==> config.mk <==
export PLATFORM = sky130hd
export DESIGN_NAME = hsync_gate_counter
export DESIGN_NICKNAME = d
export VERILOG_FILES = /design/src/rtl/hgc_pkg.sv /design/src/rtl/hgc_rise_det.sv /design/src/rtl/hgc_ctrl.sv /design/src/rtl/hgc_gate_gen.sv /design/src/rtl/hgc_pulse_ctr.sv /design/src/rtl/hsync_gate_counter.sv
export SDC_FILE = /design/constraint.sdc
export NUM_CORES = 1
export LEC_CHECK = 0
export BUFFER_PORTS_ARGS = -buffer_cell sky130_fd_sc_hd__buf_2
export CORE_MARGIN = 2
export CORE_UTILIZATION = 57
export DETAILED_ROUTE_END_ITERATION = 10
export PLACE_DENSITY = 0.9
export SYNTH_ARGS = -nofsm -noshare
export SYNTH_HDL_FRONTEND = slang
export SYNTH_SLANG_ARGS = --single-unit
export TNS_END_PERCENT = 5
==> constraint.sdc <==
create_clock -name clk_i -period 2.1 [get_ports clk_i]
set_input_delay 0.21 -clock clk_i [delete_from_list [all_inputs] [get_ports clk_i]]
set_output_delay 0.21 -clock clk_i [all_outputs]
set_load 0.02 [all_outputs]
==> src/rtl/hgc_pkg.sv <==
package hgc_pkg;
  typedef enum logic [1:0] {
    SEL_BAD   = 2'b00,
    SEL_VSYNC = 2'b01,
    SEL_SHORT = 2'b10,
    SEL_LONG  = 2'b11
  } gate_sel_e;

  localparam int unsigned WR_W    = 3;
  localparam int unsigned CLR_BIT = 2;
endpackage

==> src/rtl/hgc_rise_det.sv <==
module hgc_rise_det #(
  parameter int unsigned W = 1
) (
  input  logic         clk_i,
  input  logic         rst_ni,
  input  logic [W-1:0] lvl_i,
  output logic [W-1:0] rise_o
);
  logic [W-1:0] prev_q;

  always_ff @(posedge clk_i or negedge rst_ni) begin
    if (!rst_ni) prev_q <= '0;
    else         prev_q <= lvl_i;
  end

  for (genvar g = 0; g < W; g++) begin : g_bit
    assign rise_o[g] = lvl_i[g] & ~prev_q[g];
  end
endmodule

==> src/rtl/hgc_ctrl.sv <==
module hgc_ctrl
  import hgc_pkg::*;
(
  input  logic            clk_i,
  input  logic            rst_ni,
  input  logic            wr_en_i,
  input  logic [WR_W-1:0] wr_data_i,
  output gate_sel_e       sel_o,
  output logic            restart_o,
  output logic            clr_o
);
  gate_sel_e sel_q;
  gate_sel_e wr_sel;
  logic      sel_ok;

  assign wr_sel    = gate_sel_e'(wr_data_i[1:0]);
  assign sel_ok    = wr_en_i && (wr_sel != SEL_BAD);
  assign restart_o = sel_ok && (wr_sel != sel_q);
  assign clr_o     = wr_en_i && wr_data_i[CLR_BIT];
  assign sel_o     = sel_q;

  always_ff @(posedge clk_i or negedge rst_ni) begin
    if (!rst_ni)     sel_q <= SEL_VSYNC;
    else if (sel_ok) sel_q <= wr_sel;
  end
endmodule

==> src/rtl/hgc_gate_gen.sv <==
module hgc_gate_gen
  import hgc_pkg::*;
#(
  parameter int unsigned SHORT_TICKS = 2048,
  parameter int unsigned LONG_TICKS  = 4096
) (
  input  logic      clk_i,
  input  logic      rst_ni,
  input  gate_sel_e sel_i,
  input  logic      restart_i,
  input  logic      tick_i,
  input  logic      vs_rise_i,
  output logic      gate_end_o
);
  localparam int unsigned TW = $clog2(LONG_TICKS) + 1;
  localparam logic [TW-1:0] SHORT_LIM = TW'(SHORT_TICKS - 1);
  localparam logic [TW-1:0] LONG_LIM  = TW'(LONG_TICKS - 1);

  logic [TW-1:0] win_q;
  logic [TW-1:0] lim;
  logic          fixed;
  logic          win_end;

  assign fixed      = (sel_i == SEL_SHORT) || (sel_i == SEL_LONG);
  assign lim        = (sel_i == SEL_LONG) ? LONG_LIM : SHORT_LIM;
  assign win_end    = fixed && tick_i && (win_q == lim);
  assign gate_end_o = fixed ? win_end : vs_rise_i;

  always_ff @(posedge clk_i or negedge rst_ni) begin
    if (!rst_ni)                     win_q <= '0;
    else if (restart_i || win_end)   win_q <= '0;
    else if (fixed && tick_i)        win_q <= win_q + 1'b1;
  end
endmodule

==> src/rtl/hgc_pulse_ctr.sv <==
module hgc_pulse_ctr #(
  parameter int unsigned CNT_W = 14
) (
  input  logic             clk_i,
  input  logic             rst_ni,
  input  logic             hs_rise_i,
  input  logic             gate_end_i,
  input  logic             restart_i,
  input  logic             clr_i,
  output logic [CNT_W-1:0] cnt_o,
  output logic [CNT_W-1:0] count_o,
  output logic             vld_o,
  output logic             ovf_o
);
  logic [CNT_W-1:0] cnt_q;
  logic [CNT_W-1:0] lat_q;
  logic             vld_q;
  logic             ovf_q;
  logic             ovf_set;

  // wrap edge only counted when not absorbed by a restart or gate end
  assign ovf_set = hs_rise_i && (&cnt_q) && !restart_i && !gate_end_i;

  always_ff @(posedge clk_i or negedge rst_ni) begin
    if (!rst_ni) begin
      cnt_q <= '0;
      lat_q <= '0;
      vld_q <= 1'b0;
    end else begin
      vld_q <= 1'b0;
      if (restart_i) begin
        cnt_q <= '0;
      end else if (gate_end_i) begin
        lat_q <= cnt_q;
        vld_q <= 1'b1;
        cnt_q <= hs_rise_i ? CNT_W'(1) : '0;
      end else if (hs_rise_i) begin
        cnt_q <= cnt_q + 1'b1;
      end
    end
  end

  always_ff @(posedge clk_i or negedge rst_ni) begin
    if (!rst_ni)      ovf_q <= 1'b0;
    else if (ovf_set) ovf_q <= 1'b1;
    else if (clr_i)   ovf_q <= 1'b0;
  end

  assign cnt_o   = cnt_q;
  assign count_o = lat_q;
  assign vld_o   = vld_q;
  assign ovf_o   = ovf_q;
endmodule

==> src/rtl/hsync_gate_counter.sv <==
module hsync_gate_counter
  import hgc_pkg::*;
#(
  parameter int unsigned CNT_W       = 14,
  parameter int unsigned SHORT_TICKS = 2048,
  parameter int unsigned LONG_TICKS  = 4096
) (
  input  logic             clk_i,
  input  logic             rst_ni,
  input  logic             hsync_i,
  input  logic             vsync_i,
  input  logic             tick_i,
  input  logic             wr_en_i,
  input  logic [2:0]       wr_data_i,
  output logic [1:0]       gate_sel_o,
  output logic [CNT_W-1:0] count_o,
  output logic             count_vld_o,
  output logic             ovf_o
);
  logic [1:0]       rise;
  logic             hs_rise;
  logic             vs_rise;
  gate_sel_e        sel;
  logic             restart;
  logic             clr;
  logic             gate_end;
  logic [CNT_W-1:0] cnt_run;

  hgc_rise_det #(.W(2)) u_rise (
    .clk_i  (clk_i),
    .rst_ni (rst_ni),
    .lvl_i  ({vsync_i, hsync_i}),
    .rise_o (rise)
  );
  assign hs_rise = rise[0];
  assign vs_rise = rise[1];

  hgc_ctrl u_ctrl (
    .clk_i     (clk_i),
    .rst_ni    (rst_ni),
    .wr_en_i   (wr_en_i),
    .wr_data_i (wr_data_i),
    .sel_o     (sel),
    .restart_o (restart),
    .clr_o     (clr)
  );

  hgc_gate_gen #(
    .SHORT_TICKS (SHORT_TICKS),
    .LONG_TICKS  (LONG_TICKS)
  ) u_gate (
    .clk_i      (clk_i),
    .rst_ni     (rst_ni),
    .sel_i      (sel),
    .restart_i  (restart),
    .tick_i     (tick_i),
    .vs_rise_i  (vs_rise),
    .gate_end_o (gate_end)
  );

  hgc_pulse_ctr #(.CNT_W(CNT_W)) u_ctr (
    .clk_i      (clk_i),
    .rst_ni     (rst_ni),
    .hs_rise_i  (hs_rise),
    .gate_end_i (gate_end),
    .restart_i  (restart),
    .clr_i      (clr),
    .cnt_o      (cnt_run),
    .count_o    (count_o),
    .vld_o      (count_vld_o),
    .ovf_o      (ovf_o)
  );

  assign gate_sel_o = sel;
endmodule

==> flow_metrics.py, run 1 <==
metrics = {
    "job": {
        "cap_violations": 0,
    },
    "timing": {
        "hold_viol": 0,
        "slew_viol_final": 0,
        "tns_ps": 0,
        "fin_hold_ws_ps": 21.5,
        "finalCritPeriodShare_pct": 92.1,
        "min_period_ps": 1930,
        "finalSetupViolCount": 0,
        "tightest_slew_ps": 685,
        "rsz0062_at_grt": "false",
        "worst_clock_skew_ps": 8.69,
        "fmax_mhz": 517,
        "max-slew-margin-rel_pct": 54.3,
    },
    "status": {
        "status": "complete, no violations",
    },
    "placed_design": {
        "place_hpwl_um": 2750,
        "dpl_cell_area_sq_mm": 0.00239,
        "gp_congestion": 0.799,
        "port_buffers": 26,
    },
    "power_and_ir_drop": {
        "p_leak_uw": 0.00124,
        "peakVddDrop_v": 0.000541,
        "combPwrFrac_pct": 11.2,
        "power.switching_uw": 467,
        "p_sw_share_pct": 25.2,
        "pwr-share-seq_pct": 53.2,
        "p_int_uw": 1380,
        "clockPowerShare_pct": 35.6,
        "p_per_area_mw_per_mm2": 737,
    },
    "cts": {
        "htreeDepth": 2,
        "cts_root_buf": "clkbuf_8",
        "numCtsBuffers": 5,
        "clock_sinks": 47,
        "cts_tree": "yes",
        "clkLatencyLatePin_ps": 300,
        "clock_path_buffers": 2,
        "clk_pin_slew_ps": 90,
        "post_cts_resize_count": 0,
    },
    "detailed_routing": {
        "drt-initial-drc-count": 138,
        "antenna_left": 0,
        "wire_per_inst_um": 14.0,
        "vias": 1469,
        "vias_per_cell": 5.36,
        "drt_first_pass_iters": 4,
        "drc": 0,
        "routed_wl_um": 3840,
    },
    "global_route": {
        "grt_pass1_vias": 1448,
        "grt_overflow": 0,
        "grt_pass1_wl_um": 6640,
        "antenna_found_initial": 0,
        "grt_max_degree": 20,
        "track_usage_pct": 20.6,
    },
    "worst_setup_path": {
        "worstPathArrival_ps": 2120,
        "critical_path_required_ps": 2290,
        "cp_top_family": "flip-flops",
        "cp_max_fo": 15,
        "critical_path_buf_inv_count": 1,
        "critPathLaunchType": "flop",
        "cp-end-kind": "flop",
        "slowest_delay_ps": 580,
        "slowest_stage": "dfstp_2",
        "worstPathCellList": "nand2_1 > xor2_1 > nand4b_4 > a21boi_4 > buf_12 > mux2_2",
        "critical_path_class": "flop to flop",
    },
    "final_layout": {
        "nNetsFinal": 236,
        "num-fill-cells": 270,
        "synthToLayoutAreaGrowth_pct": 15.3,
        "antenna_cells": 0,
        "stdcell_area_sq_mm": 0.00251,
        "drive_gt1_share_pct": 28.3,
    },
    "floorplan": {
        "start_util_pct": 59.5,
        "core_sq_mm": 0.00366,
        "die_x_um": 65.8,
        "die_h_um": 65.8,
        "rows": 22,
        "die_area_sq_mm": 0.00433,
        "io-pin-count": 27,
    },
    "logic_synthesis": {
        "syn_area_per_cell_sq_um": 11.5,
        "yosysSeqAreaShare_pct": 54.0,
        "ys_types": 35,
        "synth-seq-cells": 47,
        "ys_warn_count": 0,
        "syn_nets": 201,
        "syn_area_sq_mm": 0.00218,
        "synth_cells": 190,
    },
    "hold_path": {
        "hold_path.class": "input pin to flop",
    },
}
==> path summary, 6_finish.rpt <==
path                                              from                            to  slack [ps]  cells after the start
max                        u_ctrl.sel_o[0]$_DFFE_PN1P_  u_ctr.count_o[2]$_DFFE_PN0P_         170                      6
min                                            vsync_i    u_rise.prev_q[1]$_DFF_PN0_          20                      1
max reg2reg                u_ctrl.sel_o[0]$_DFFE_PN1P_  u_ctr.count_o[2]$_DFFE_PN0P_         170                      6
min reg2reg                    u_ctr.ovf_o$_DFFE_PN0P_       u_ctr.ovf_o$_DFFE_PN0P_         490                      2
max in group asynchronous                       rst_ni  u_ctr.count_o[4]$_DFFE_PN0P_        1170                      3
min in group asynchronous                       rst_ni    u_rise.prev_q[1]$_DFF_PN0_         360                      2
==> metrics by stage <==
step | utilization (%) | std cells | total power, uW | worst slack [ps]
floorplan | - | 190 | 1130 | 200
global placement | 65.3 | 265 | 1200 | 254
detailed placement | 65.3 | 265 | 1210 | 219
CTS | 68.6 | 274 | 1870 | 164
global route | 68.6 | 274 | 1940 | 64.7
finish | 68.6 | 274 | 1850 | 166
==> cell families (layout without fill, tap and decap cells) <==
group | after synthesis | in the layout | share of synthesized area (%)
fa+ha+maj | 2 | 2 | 1.15
flops | 47 | 47 | 54.0
buf+inv | 6 | 42 | 1.84
mux | 16 | 16 | 9.76
compound gates | 9 | 9 | 3.50
xor+xnor | 24 | 24 | 9.65
simple gates | 86 | 86 | 20.0
==> cell type report <==
| cell class | count | area [sq um] | area share [%] |
|---|---|---|---|
| Clock buffer | 5 | 68.8 | 2.74 |
| Clock inverter | 3 | 43.8 | 1.74 |
| Inverter | 1 | 3.75 | 0.149 |
| Multi-Input combinational cell | 137 | 961 | 38.2 |
| Sequential cell | 47 | 1180 | 46.9 |
| Tap cell | 48 | 60.1 | 2.39 |
| Timing Repair Buffer | 33 | 198 | 7.87 |
==> worst reg2reg max path: stages (launching register included) <==
cell and delay, ps:
dfstp_2 580, nand2_1 80, xor2_1 280, nand4b_4 180
a21boi_4 180, buf_12 180, mux2_2 340
==> Yosys cell counts (all sizes together) <==
master / number / area share [%]
and2: 3 / 0.92
nand2: 20 / 3.4
nor3b: 1 / 0.34
xnor2: 9 / 3.6
a21oi: 3 / 0.86
dfstp: 1 / 1.2
nand3: 9 / 2.3
o21a: 1 / 0.34
ha: 2 / 1.1
nand4: 7 / 2.0
nand4b: 2 / 1.5
o21ai: 1 / 0.23
nor3: 2 / 0.46
mux2: 15 / 9.3
nand2b: 2 / 0.57
xor2: 15 / 6.0
nor2: 32 / 5.9
inv: 1 / 0.17
mux2i: 1 / 0.46
o311ai: 3 / 1.2
buf: 2 / 1.1
and4: 2 / 0.80
dfrtp: 46 / 53
a21boi: 1 / 0.86
nor2b: 1 / 0.29
clkbuf: 3 / 0.52
and3: 5 / 1.6
==> layout by cell type, fill, tap and decap left out, types with 2 or more instances in the layout <==
master and n:
mux2_4 9, xnor2_1 9, buf_4 5, and2_1 2
buf_2 26, nand2_1 20, nand2b_1 2, clkbuf_8 5
xor2_1 15, and4_1 2, nor2_1 31, a21oi_1 2
and3_2 2, nand4_1 7, mux2_2 6, nand3_1 8
nor3_1 2, dfrtp_1 46, ha_1 2, o311ai_0 3
and3_1 3
==> metal layers <==
layer  track usage (%)  vias up  part of all wire (%)
met5                 0        -                     0
met1              28.4      704                    47
met2              31.4       42                    47
li1                  -      716                     -
met4              10.7        0                   2.1
met3              3.58        7                   4.5
==> power groups by stage <==
stage	registers (uW)	logic, uW	clock network, uW
floorplan	1020	113	0
global placement	1000	202	0
detailed placement	1000	206	0
CTS	984	211	672
global route	990	230	715
finish	984	208	658
==> flip-flops by register name (all words and copies together) (netlist names) <==
register,cells
u_rise.prev_q,2
u_ctr.count_o,14
u_ctrl.sel_o,2
u_ctr.ovf_o,1
u_ctr.cnt_o,14
u_gate.win_q,13
u_ctr.vld_o,1
==> repair_timing <==
item                                    in CTS  in global routing
endpoints found under the hold margin       16                  0
endpoints found under the setup margin       0                  0
hold buffers                                 1                  0
setup buffers                                0                  0
No activity file was read; power rests on OpenSTA's default activity.
==> run 2: changes to the inputs <==
RECOVER_POWER = 50   (was default)
==> flow_metrics.py, run 2 (same netlist as run 1, synthesis figures left out) <==
metrics = {
    "status": {
        "status": "complete, no violations",
    },
    "worst_setup_path": {
        "critical_path_required_ps": 2290,
        "critPathLaunchType": "flop",
        "cp-end-kind": "flop",
        "slowest_stage": "dfstp_1",
        "crit_path_start": "u_ctrl.sel_o[0]$_DFFE_PN1P_",
        "slowest_delay_ps": 610,
        "r2r_end": "u_ctr.count_o[2]$_DFFE_PN0P_",
        "r2r_cells": 6,
        "critical_path_class": "flop to flop",
        "cp_max_fo": 15,
        "reg2reg_from": "u_ctrl.sel_o[0]$_DFFE_PN1P_",
        "worstPathCellList": "nand2_1 > xor2_1 > nand4b_4 > a21boi_4 > buf_12 > mux2_2",
        "rrSetupSlack_ps": 120,
        "worstPathArrival_ps": 2170,
    },
    "final_layout": {
        "synthToLayoutAreaGrowth_pct": 14.6,
        "num-fill-cells": 276,
        "drive_gt1_share_pct": 24.3,
        "nNetsFinal": 236,
        "antenna_cells": 0,
        "post-route-util_pct": 68.2,
        "final_cell_mix": "dfrtp_1, nor2_1, nand2_1",
        "fin_cells": 274,
        "final_common_cell": "dfrtp_1",
    },
    "cts": {
        "clock_sinks": 47,
        "clk_pin_slew_ps": 90,
        "cts_root_buf": "clkbuf_8",
        "numCtsBuffers": 5,
        "clock_path_buffers": 2,
        "htreeDepth": 2,
        "clkLatencyLatePin_ps": 300,
        "cts_tree": "yes",
    },
    "global_route": {
        "track_usage_pct": 20.6,
        "grt_overflow": 0,
        "grt_pass1_vias": 1448,
        "top_usage_layer": "met2",
        "met1_usage_pct": 28.4,
        "grt_pass1_wl_um": 6640,
        "globalRouteMet2Util_pct": 31.4,
        "use_met3_pct": 3.58,
        "antenna_found_initial": 0,
        "grt_max_degree": 20,
    },
    "power_and_ir_drop": {
        "p_leak_uw": 0.00121,
        "p_total_uw": 1850,
        "p_per_area_mw_per_mm2": 739,
        "peakVddDrop_v": 0.000540,
    },
    "placed_design": {
        "dpl_worst_slack_ps": 219,
        "gp_congestion": 0.799,
        "place_hpwl_um": 2750,
        "port_buffers": 26,
        "placedCellCount": 265,
    },
    "floorplan": {
        "core_sq_mm": 0.00366,
        "rows": 22,
        "io-pin-count": 27,
        "die_area_sq_mm": 0.00433,
        "die_x_um": 65.8,
        "start_util_pct": 59.5,
        "die_h_um": 65.8,
    },
    "job": {
        "cap_violations": 0,
    },
    "detailed_routing": {
        "drc": 0,
        "drt-initial-drc-count": 148,
        "vias_per_cell": 5.31,
        "vias": 1456,
        "drt_first_pass_iters": 4,
        "antenna_left": 0,
        "routed_wl_um": 3850,
        "wire_per_inst_um": 14.0,
    },
    "timing": {
        "fmax_mhz": 505,
        "slew_viol_final": 0,
        "tightest_slew_ps": 939,
        "hold_viol": 0,
        "finalSetupViolCount": 0,
        "max-slew-margin-rel_pct": 37.4,
        "min_period_ps": 1980,
        "worst_clock_skew_ps": 8.36,
        "rsz0062_at_grt": "false",
        "finalCritPeriodShare_pct": 94.3,
        "tns_ps": 0,
        "worst_slack_ps": 120,
    },
    "hold_path": {
        "hold_start": "vsync_i",
        "hold_depth": 1,
        "worstHoldEndpoint": "u_rise.prev_q[1]$_DFF_PN0_",
        "hold_path.class": "input pin to flop",
    },
}
-- run 2: cell count changes in the layout (fill, tap and decap cells not counted), sizes merged --
cell and delta:
clkbuf +9, buf -9
-- run 2: layout make-up --
cell class | instances | area (sq um) | area share (%)
multi-input cells | 137 | 961 | 38.5
clock inverters | 3 | 43.8 | 1.75
inverters | 1 | 3.75 | 0.150
repair buffers | 33 | 183 | 7.31
flip-flops and latches | 47 | 1180 | 47.1
clock buffers | 5 | 68.8 | 2.76
well taps | 48 | 60.1 | 2.40
-- run 2: what timing repair did --
| action | in CTS | in global routing |
|---|---|---|
| gates resized for setup | 0 | 0 |
| hold buffers | 1 | 0 |
| hold endpoints to repair | 16 | 0 |
| setup buffers | 0 | 0 |
-- run 2: worst max path at each step --
stage / to / depth (start not counted)
floorplan: u_ctr.count_o[10]$_DFFE_PN0P_ / 6
finish: u_ctr.count_o[2]$_DFFE_PN0P_ / 6
CTS: u_ctr.count_o[2]$_DFFE_PN0P_ / 6
global placement: u_ctr.count_o[13]$_DFFE_PN0P_ / 7
detailed placement: u_ctr.count_o[13]$_DFFE_PN0P_ / 7
global route: u_ctr.count_o[1]$_DFFE_PN0P_ / 6
-- run 2: power breakdown --
part           leakage (uW)  total [uW]  switching, uW  internal [uW]
Clock             0.0000581         659            305            354
Sequential         0.000640         984           38.3            946
Combinational      0.000515         202            125           77.7
Total               0.00121        1850            468           1380
-- run 2: worst max-delay path: cells and delay by family, from the launching register on --
| family | cells | cell delay, ps |
|---|---|---|
| AO/OA/AOI/OAI | 1 | 180 |
| XOR/XNOR | 1 | 280 |
| buffers and inverters | 1 | 180 |
| flip-flops | 1 | 610 |
| multiplexers | 1 | 340 |
| AND/OR/NAND/NOR | 2 | 270 |
-- run 2: metrics by stage --
stage | hold slack (ps) | area [sq um]
floorplan | -85.6 | 2180
global placement | 162 | 2390
detailed placement | 155 | 2390
CTS | 14.7 | 2510
global route | 11.2 | 2500
finish | 21.3 | 2500
-- run 2: layer usage --
| metal | wire (um) | part of all wire (%) |
|---|---|---|
| met1 | 1780 | 46 |
| met2 | 1800 | 47 |
| met3 | 181 | 4.7 |
| met4 | 80 | 2.1 |
| met5 | 0 | 0 |
